==> config.mk <==
export PLATFORM = sky130hd
export DESIGN_NAME = mouse_pkt_asm
export DESIGN_NICKNAME = d
export VERILOG_FILES = /design/src/rtl/mouse_pkg.sv /design/src/rtl/mouse_line_sync.sv /design/src/rtl/mouse_pkt_ctrl.sv /design/src/rtl/mouse_pkt_dp.sv /design/src/rtl/mouse_pkt_asm.sv
export SDC_FILE = /design/constraint.sdc
export NUM_CORES = 1
export LEC_CHECK = 0
export BUFFER_PORTS_ARGS = -buffer_cell sky130_fd_sc_hd__buf_4
export CAP_MARGIN = 10
export CORE_UTILIZATION = 30
export DETAILED_ROUTE_END_ITERATION = 16
export SETUP_SLACK_MARGIN = 0.3
export SLEW_MARGIN = 15
export SYNTH_ARGS = -nofsm -noshare
export SYNTH_HDL_FRONTEND = slang
export SYNTH_SLANG_ARGS = --single-unit
export TNS_END_PERCENT = 10
==> constraint.sdc <==
create_clock -name clk -period 4.65 [get_ports clk]
set_input_delay 0.6975 -clock clk [delete_from_list [all_inputs] [get_ports clk]]
set_output_delay 0.6975 -clock clk [all_outputs]
set_load 0.01 [all_outputs]
==> src/rtl/mouse_pkg.sv <==
package mouse_pkg;
  localparam int DATA_BITS  = 8;
  localparam int FRAME_BITS = DATA_BITS + 3;
  localparam int DELTA_W    = DATA_BITS + 1;
  localparam int PKT_BYTES  = 3;

  // status byte field positions (decoded by the datapath)
  localparam int ST_LEFT   = 0;
  localparam int ST_RIGHT  = 1;
  localparam int ST_MARK   = 3;
  localparam int ST_XSIGN  = 4;
  localparam int ST_YSIGN  = 5;
  localparam int ST_XOVF   = 6;
  localparam int ST_YOVF   = 7;

  typedef struct packed {
    logic shift;      // falling edge seen: shift in one bit
    logic capStatus;  // good status frame: latch it
    logic capX;       // good X frame: latch it
    logic emit;       // good Y frame: publish report
  } ctlStrobes_t;
endpackage

==> src/rtl/mouse_line_sync.sv <==
module mouse_line_sync #(
  parameter int WIDTH  = 2,
  parameter int STAGES = 2
) (
  input  logic             clk,
  input  logic             rst_n,
  input  logic [WIDTH-1:0] din,
  output logic [WIDTH-1:0] dout
);
  logic [WIDTH-1:0] stage [STAGES];

  for (genvar g = 0; g < STAGES; g++) begin : g_stage
    always_ff @(posedge clk) begin
      if (!rst_n) stage[g] <= '1;
      else if (g == 0) stage[g] <= din;
      else stage[g] <= stage[(g == 0) ? 0 : g-1];
    end
  end

  assign dout = stage[STAGES-1];
endmodule

==> src/rtl/mouse_pkt_ctrl.sv <==
module mouse_pkt_ctrl
  import mouse_pkg::*;
#(
  parameter int GAP_CYCLES = 500000
) (
  input  logic        clk,
  input  logic        rst_n,
  input  logic        clkS,
  input  logic        frameOk,
  input  logic        statusMarker,
  output ctlStrobes_t ctl,
  output logic        errPulse
);
  localparam int BIT_W  = $clog2(FRAME_BITS);
  localparam int IDX_W  = $clog2(PKT_BYTES);
  localparam int IDLE_W = $clog2(GAP_CYCLES + 1);

  logic              prevClk;
  logic              fall;
  logic [BIT_W-1:0]  bitCnt;
  logic [IDLE_W-1:0] idleCnt;
  logic              frameDone;
  logic [IDX_W-1:0]  byteIdx;
  logic              gapHit;

  assign fall   = prevClk & ~clkS;
  assign gapHit = (idleCnt >= IDLE_W'(GAP_CYCLES));

  always_ff @(posedge clk) begin
    if (!rst_n) begin
      prevClk   <= 1'b1;
      bitCnt    <= '0;
      idleCnt   <= '0;
      frameDone <= 1'b0;
      byteIdx   <= '0;
      errPulse  <= 1'b0;
    end else begin
      prevClk   <= clkS;
      frameDone <= 1'b0;
      errPulse  <= 1'b0;
      if (fall) begin
        idleCnt <= '0;
        if (bitCnt == BIT_W'(FRAME_BITS-1)) begin
          bitCnt    <= '0;
          frameDone <= 1'b1;
        end else begin
          bitCnt <= bitCnt + 1'b1;
        end
      end else if (!gapHit) begin
        idleCnt <= idleCnt + 1'b1;
      end else begin
        bitCnt  <= '0;
        byteIdx <= '0;
      end

      if (frameDone) begin
        if (!frameOk) begin
          errPulse <= 1'b1;
          byteIdx  <= '0;
        end else if (byteIdx == '0) begin
          if (statusMarker) byteIdx <= IDX_W'(1);
        end else if (byteIdx == IDX_W'(PKT_BYTES-2)) begin
          byteIdx <= IDX_W'(PKT_BYTES-1);
        end else begin
          byteIdx <= '0;
        end
      end
    end
  end

  always_comb begin
    ctl           = '0;
    ctl.shift     = fall;
    ctl.capStatus = frameDone & frameOk & (byteIdx == '0) & statusMarker;
    ctl.capX      = frameDone & frameOk & (byteIdx == IDX_W'(PKT_BYTES-2));
    ctl.emit      = frameDone & frameOk & (byteIdx == IDX_W'(PKT_BYTES-1));
  end

  // packet position never leaves the three-byte range
  p_idx_range_r5: assert property (@(posedge clk) disable iff (!rst_n)
    byteIdx <= IDX_W'(PKT_BYTES-1));

  // a silent mouse clock clears partial frame and packet
  p_gap_clear_r9: assert property (@(posedge clk) disable iff (!rst_n)
    (gapHit && !fall) |=> (bitCnt == '0 && byteIdx == '0));

  // a bad frame never also advances to a report
  p_err_no_emit_r6: assert property (@(posedge clk) disable iff (!rst_n)
    (frameDone && !frameOk) |=> (byteIdx == '0 && errPulse));
endmodule

==> src/rtl/mouse_pkt_dp.sv <==
module mouse_pkt_dp
  import mouse_pkg::*;
(
  input  logic               clk,
  input  logic               rst_n,
  input  logic               dataS,
  input  ctlStrobes_t        ctl,
  output logic               frameOk,
  output logic               statusMarker,
  output logic               leftBtn,
  output logic               rightBtn,
  output logic [DELTA_W-1:0] xDelta,
  output logic [DELTA_W-1:0] yDelta,
  output logic               xOvf,
  output logic               yOvf,
  output logic               reportValid
);
  logic [FRAME_BITS-1:0] shreg;
  logic [DATA_BITS-1:0]  frameByte;
  logic [DATA_BITS-1:0]  statusReg;
  logic [DATA_BITS-1:0]  xReg;

  // after a full frame: [0]=start, [DATA_BITS:1]=data, [DATA_BITS+1]=parity, top=stop
  assign frameByte    = shreg[DATA_BITS:1];
  assign frameOk      = ~shreg[0] & shreg[FRAME_BITS-1] & (^shreg[DATA_BITS+1:1]);
  assign statusMarker = frameByte[ST_MARK];

  always_ff @(posedge clk) begin
    if (!rst_n) begin
      shreg       <= '1;
      statusReg   <= '0;
      xReg        <= '0;
      leftBtn     <= 1'b0;
      rightBtn    <= 1'b0;
      xDelta      <= '0;
      yDelta      <= '0;
      xOvf        <= 1'b0;
      yOvf        <= 1'b0;
      reportValid <= 1'b0;
    end else begin
      reportValid <= ctl.emit;
      if (ctl.shift)     shreg     <= {dataS, shreg[FRAME_BITS-1:1]};
      if (ctl.capStatus) statusReg <= frameByte;
      if (ctl.capX)      xReg      <= frameByte;
      if (ctl.emit) begin
        leftBtn  <= statusReg[ST_LEFT];
        rightBtn <= statusReg[ST_RIGHT];
        xDelta   <= {statusReg[ST_XSIGN], xReg};
        yDelta   <= {statusReg[ST_YSIGN], frameByte};
        xOvf     <= statusReg[ST_XOVF];
        yOvf     <= statusReg[ST_YOVF];
      end
    end
  end

  // a status byte is only latched when its marker bit is set
  p_marker_r8: assert property (@(posedge clk) disable iff (!rst_n)
    ctl.capStatus |-> shreg[ST_MARK+1]);

  // the report strobe lasts exactly one cycle
  p_valid_pulse_r5: assert property (@(posedge clk) disable iff (!rst_n)
    reportValid |=> !reportValid);

  // report outputs hold between reports
  p_hold_r5: assert property (@(posedge clk) disable iff (!rst_n)
    !ctl.emit |=> ($stable(xDelta) && $stable(yDelta) && $stable(leftBtn) && $stable(rightBtn)));
endmodule

==> src/rtl/mouse_pkt_asm.sv <==
module mouse_pkt_asm
  import mouse_pkg::*;
#(
  parameter int GAP_CYCLES  = 500000,
  parameter int SYNC_STAGES = 2
) (
  input  logic       clk,
  input  logic       rst_n,
  input  logic       ps2Clk,
  input  logic       ps2Data,
  output logic       leftBtn,
  output logic       rightBtn,
  output logic [8:0] xDelta,
  output logic [8:0] yDelta,
  output logic       xOvf,
  output logic       yOvf,
  output logic       reportValid,
  output logic       errStrobe
);
  logic [1:0]  lineS;
  ctlStrobes_t ctl;
  logic        frameOk;
  logic        statusMarker;

  mouse_line_sync #(.WIDTH(2), .STAGES(SYNC_STAGES)) u_sync (
    .clk(clk), .rst_n(rst_n), .din({ps2Clk, ps2Data}), .dout(lineS)
  );

  mouse_pkt_ctrl #(.GAP_CYCLES(GAP_CYCLES)) u_ctrl (
    .clk(clk), .rst_n(rst_n), .clkS(lineS[1]), .frameOk(frameOk),
    .statusMarker(statusMarker), .ctl(ctl), .errPulse(errStrobe)
  );

  mouse_pkt_dp u_dp (
    .clk(clk), .rst_n(rst_n), .dataS(lineS[0]), .ctl(ctl),
    .frameOk(frameOk), .statusMarker(statusMarker),
    .leftBtn(leftBtn), .rightBtn(rightBtn), .xDelta(xDelta), .yDelta(yDelta),
    .xOvf(xOvf), .yOvf(yOvf), .reportValid(reportValid)
  );

  // report and error strobes never coincide
  p_strobe_excl_r6: assert property (@(posedge clk) disable iff (!rst_n)
    !(reportValid && errStrobe));
endmodule

==> impl_results.md <==
- Number of hold violations in the final report: 0
- Final non-filler cell area: 3710 um^2
- Vias in the first global route: 2310
- Remaining global-route overflow: 0
- Share of synthesized flip-flops with an asynchronous set or reset: 0%
- Worst setup timing slack at the placement stage: approximately 2.2 ns
- Final routed wirelength across all metal layers: 6150 um
- Worst hold-check path type: flop to flop
- Worst-Skew Late Latency: 0.36 ns
- Count of H-tree levels built during CTS: 3
- Core box area: 10300 um^2
- Net switching power of the design: between 0.2 and 0.3 mW
- Wire length on met1: 3050 um
- Post-Syn Instances: 339
- Number of enable flip-flop cells after synthesis: 0
- Post-synthesis instance area: between 3000 and 4000 um^2
- Drt via density: 4.68
- CTS buffer count: 9
- CP Capture Type: flop
- Setup repair bufs after CTS: 0
- Seq pwr share: 56.1%
- Top sig layer: met4
- Sequential-to-total area share from yosys stat: 50.1%
- Final critical-path required period: 2.47 ns
- Die Wd: 105 um
- Top fanout value on the critical path: 7
- Maximum frequency from static timing analysis: 0.405 GHz
- Effective utilization at floorplan: 31.0%
- Nets in the synthesized netlist: 347
- Primary FF master, synth: sky130_fd_sc_hd__dfxtp_1
- Switching Share: a little under a quarter
- Final instance count without filler cells: 503
- Max-slew violation count: 0
- Ports: 28
- Worst stage delay on the critical path: 0.94 ns
- Master cell of the clock root buffer: sky130_fd_sc_hd__clkbuf_8
- Antenna violations before repair: 0
- Count of nets left with antenna violations after detail routing: 0
- Fill cell total of the finished layout: ~1100
- Final core area utilization: between 30% and 40%
- DRC Markers: 0
- Most prevalent standard cell on the critical path: sky130_fd_sc_hd__xnor2_1
- Most common cell after layout, fill and taps aside: sky130_fd_sc_hd__dfxtp_1
- Ant. Diodes: 0
- Largest net degree at the start of global routing: 57
- Slew at the pin closest to its max-slew limit: 1.08 ns
- IO Port Bufs: 27
- Clk sinks: 80
- Unrepaired setup endpoints after global routing: false
- Leakage power total: 1.53 nW
- Power Internal: ~0.95 mW
- Maximum vdd ir drop: 0.172 mV
- Net count, final: 370
- Via count of the routed design: 2355
- Power density cells: 333 nW/um^2
- Post-placement cell area: 3510 um^2
- Half-perimeter wire length after placement: 4010 um
- Relative max-transition margin: 27.0%
- Routability congestion estimate: 0.738
- Fin crit share: between 50% and 60%
- Number of distinct library cells after synthesis: 36
- Final setup violation count: 0
- Met3 Wirelength: between 150 and 200 um
- CTS resizes: 0
- Arrival time at the worst endpoint: between 2 and 3 ns
- Required arrival time at the worst endpoint: 4.93 ns
- Yosys warnings: 0
- Max-capacitance violation count: 0
- Cell-by-cell trace of the critical path: xnor2_1, xnor3_1, xnor2_1, nor4bb_2, mux2i_1
- Final worst setup slack: 2.18 ns
- Clock skew: ~0.010 ns
- Number of design-rule violations left by the first detailed-router iteration: 143
- Setup TNS: 0 ns
- Average detailed-routed wire length per instance: between 10 and 15 um
- Maximum buffer depth of the clock tree: 2
- Clock tree from TritonCTS: built
- Kind of cell adding the most delay to the critical path: simple AND/OR/NAND/NOR gates
- Fraction of final layout cells sized beyond drive strength 1: 13.4%
- WL met2: 2760 um
- Average footprint of a synthesized cell: around 9.4 um^2
- Number of hold buffers added after CTS: 0
- Yosys reg bits: 80
- GR Util All Layers: 12.0%
- Result of the run: finished, final reports clean
- Placed instance count: roughly 490
- Worst-case hold slack: 0.408 ns
- Highest-count cells in the layout ignoring fill and taps: 80 x sky130_fd_sc_hd__dfxtp_1, 61 x sky130_fd_sc_hd__nand2_1, 37 x sky130_fd_sc_hd__mux2i_1
- Final total power: 1.23 mW
- Die Y-Extent: 105 um
- Logic pwr share: 2.8%
- Proportion of power drawn by the clock network: 41.1%
- Slowest stage cell on the critical path: sky130_fd_sc_hd__nor4bb_2
- Buffers plus inverters on the worst setup path: 0
- Area growth, synth to finish: 15.9%
- Floorplan die area: roughly 11000 um^2
- Register clock-pin slew on the reported worst setup and hold paths: 0.09 ns
- Global-route wire length before repair: about 11000 um
- Detailed Routing Iterations Pass 1: 4
- Critical path type: flop to flop
- Type of element launching the critical path: flop
- Number of placement rows: 37
-- logic make-up after synthesis --
kind of cell	Yosys count	synth area share (%)
fa+ha+maj	4	1.57
compound gates	50	10.6
simple gates	127	18.0
mux	37	11.6
buf+inv	26	3.60
xor+xnor	15	4.54
flops	80	50.1
-- final cells by class --
cell class                      count  area [um^2]  share of cell area, %
Inverter                            9         33.8                  0.912
Tap cell                          136          170                   4.59
Multi-Input combinational cell    233         1490                   40.1
Clock buffer                       10          128                   3.44
Timing Repair Buffer               29          218                   5.87
Clock inverter                      6         67.6                   1.82
Sequential cell                    80         1600                   43.2
-- worst register-to-register path, stage by stage (launching register included) --
cell	delay (ns)
sky130_fd_sc_hd__dfxtp_1	0.40
sky130_fd_sc_hd__xnor2_1	0.14
sky130_fd_sc_hd__xnor3_1	0.43
sky130_fd_sc_hd__xnor2_1	0.20
sky130_fd_sc_hd__nor4bb_2	0.94
sky130_fd_sc_hd__mux2i_1	0.28
-- layer usage --
layer  vias up  global-route usage (%)
met5         -                       0
met2        30                    19.3
met1      1106                    14.5
met4         0                    7.34
met3        13                    2.84
li1       1206                       -
-- power groups by stage --
stage	clock network [mW]	registers, mW	logic [mW]
final	0.507	0.693	0.0340
after global routing	0.555	0.693	0.0385
after CTS	0.523	0.693	0.0347
after detailed placement	0	0.709	0.0345
after global placement	0	0.708	0.0339
after floorplan	0	0.708	0.0257
-- worst paths after layout --
path | from | endpoint | slack [ns] | cells past startpoint
min | u_sync.stage[0][1] | u_sync.stage[1][1] | 0.41 | 1
min reg2reg | u_sync.stage[0][1] | u_sync.stage[1][1] | 0.41 | 1
max | u_dp.shreg[2] | u_dp.statusReg[7] | 2.18 | 5
max reg2reg | u_dp.shreg[2] | u_dp.statusReg[7] | 2.18 | 5
-- state kept, by name (all words and copies together), names as in the netlist, 4 cells and up --
| signal | flops |
|---|---|
| u_ctrl.bitCnt | 4 |
| u_sync.stage | 4 |
| u_ctrl.idleCnt | 19 |
| u_dp.statusReg | 6 |
| u_dp.yDelta | 9 |
| u_dp.shreg | 11 |
| u_dp.xReg | 8 |
| u_dp.xDelta | 9 |
-- synth_stat cells (all sizes together), types with 2 or more instances --
| cell | n | area (um^2) |
|---|---|---|
| dfxtp | 80 | 1600 |
| nand2 | 61 | 229 |
| mux2i | 37 | 370 |
| nor2 | 27 | 104 |
| a21oi | 14 | 70.1 |
| xnor2 | 14 | 123 |
| clkbuf | 13 | 48.8 |
| nand3 | 11 | 55.1 |
| o22a | 10 | 87.6 |
| inv | 9 | 33.8 |
| o21ai | 7 | 35.0 |
| a31oi | 6 | 37.5 |
| nand2b | 6 | 37.5 |
| and2 | 4 | 25.0 |
| buf | 4 | 32.5 |
| ha | 4 | 50.1 |
| or3 | 4 | 25.0 |
| a31o | 3 | 26.3 |
| and3 | 3 | 18.8 |
| nand3b | 3 | 22.5 |
| a211oi | 2 | 15.0 |
| a21boi | 2 | 15.0 |
| and4 | 2 | 17.5 |
| o21a | 2 | 15.0 |
| or4 | 2 | 15.0 |
Power figures use the tool's default switching activity.
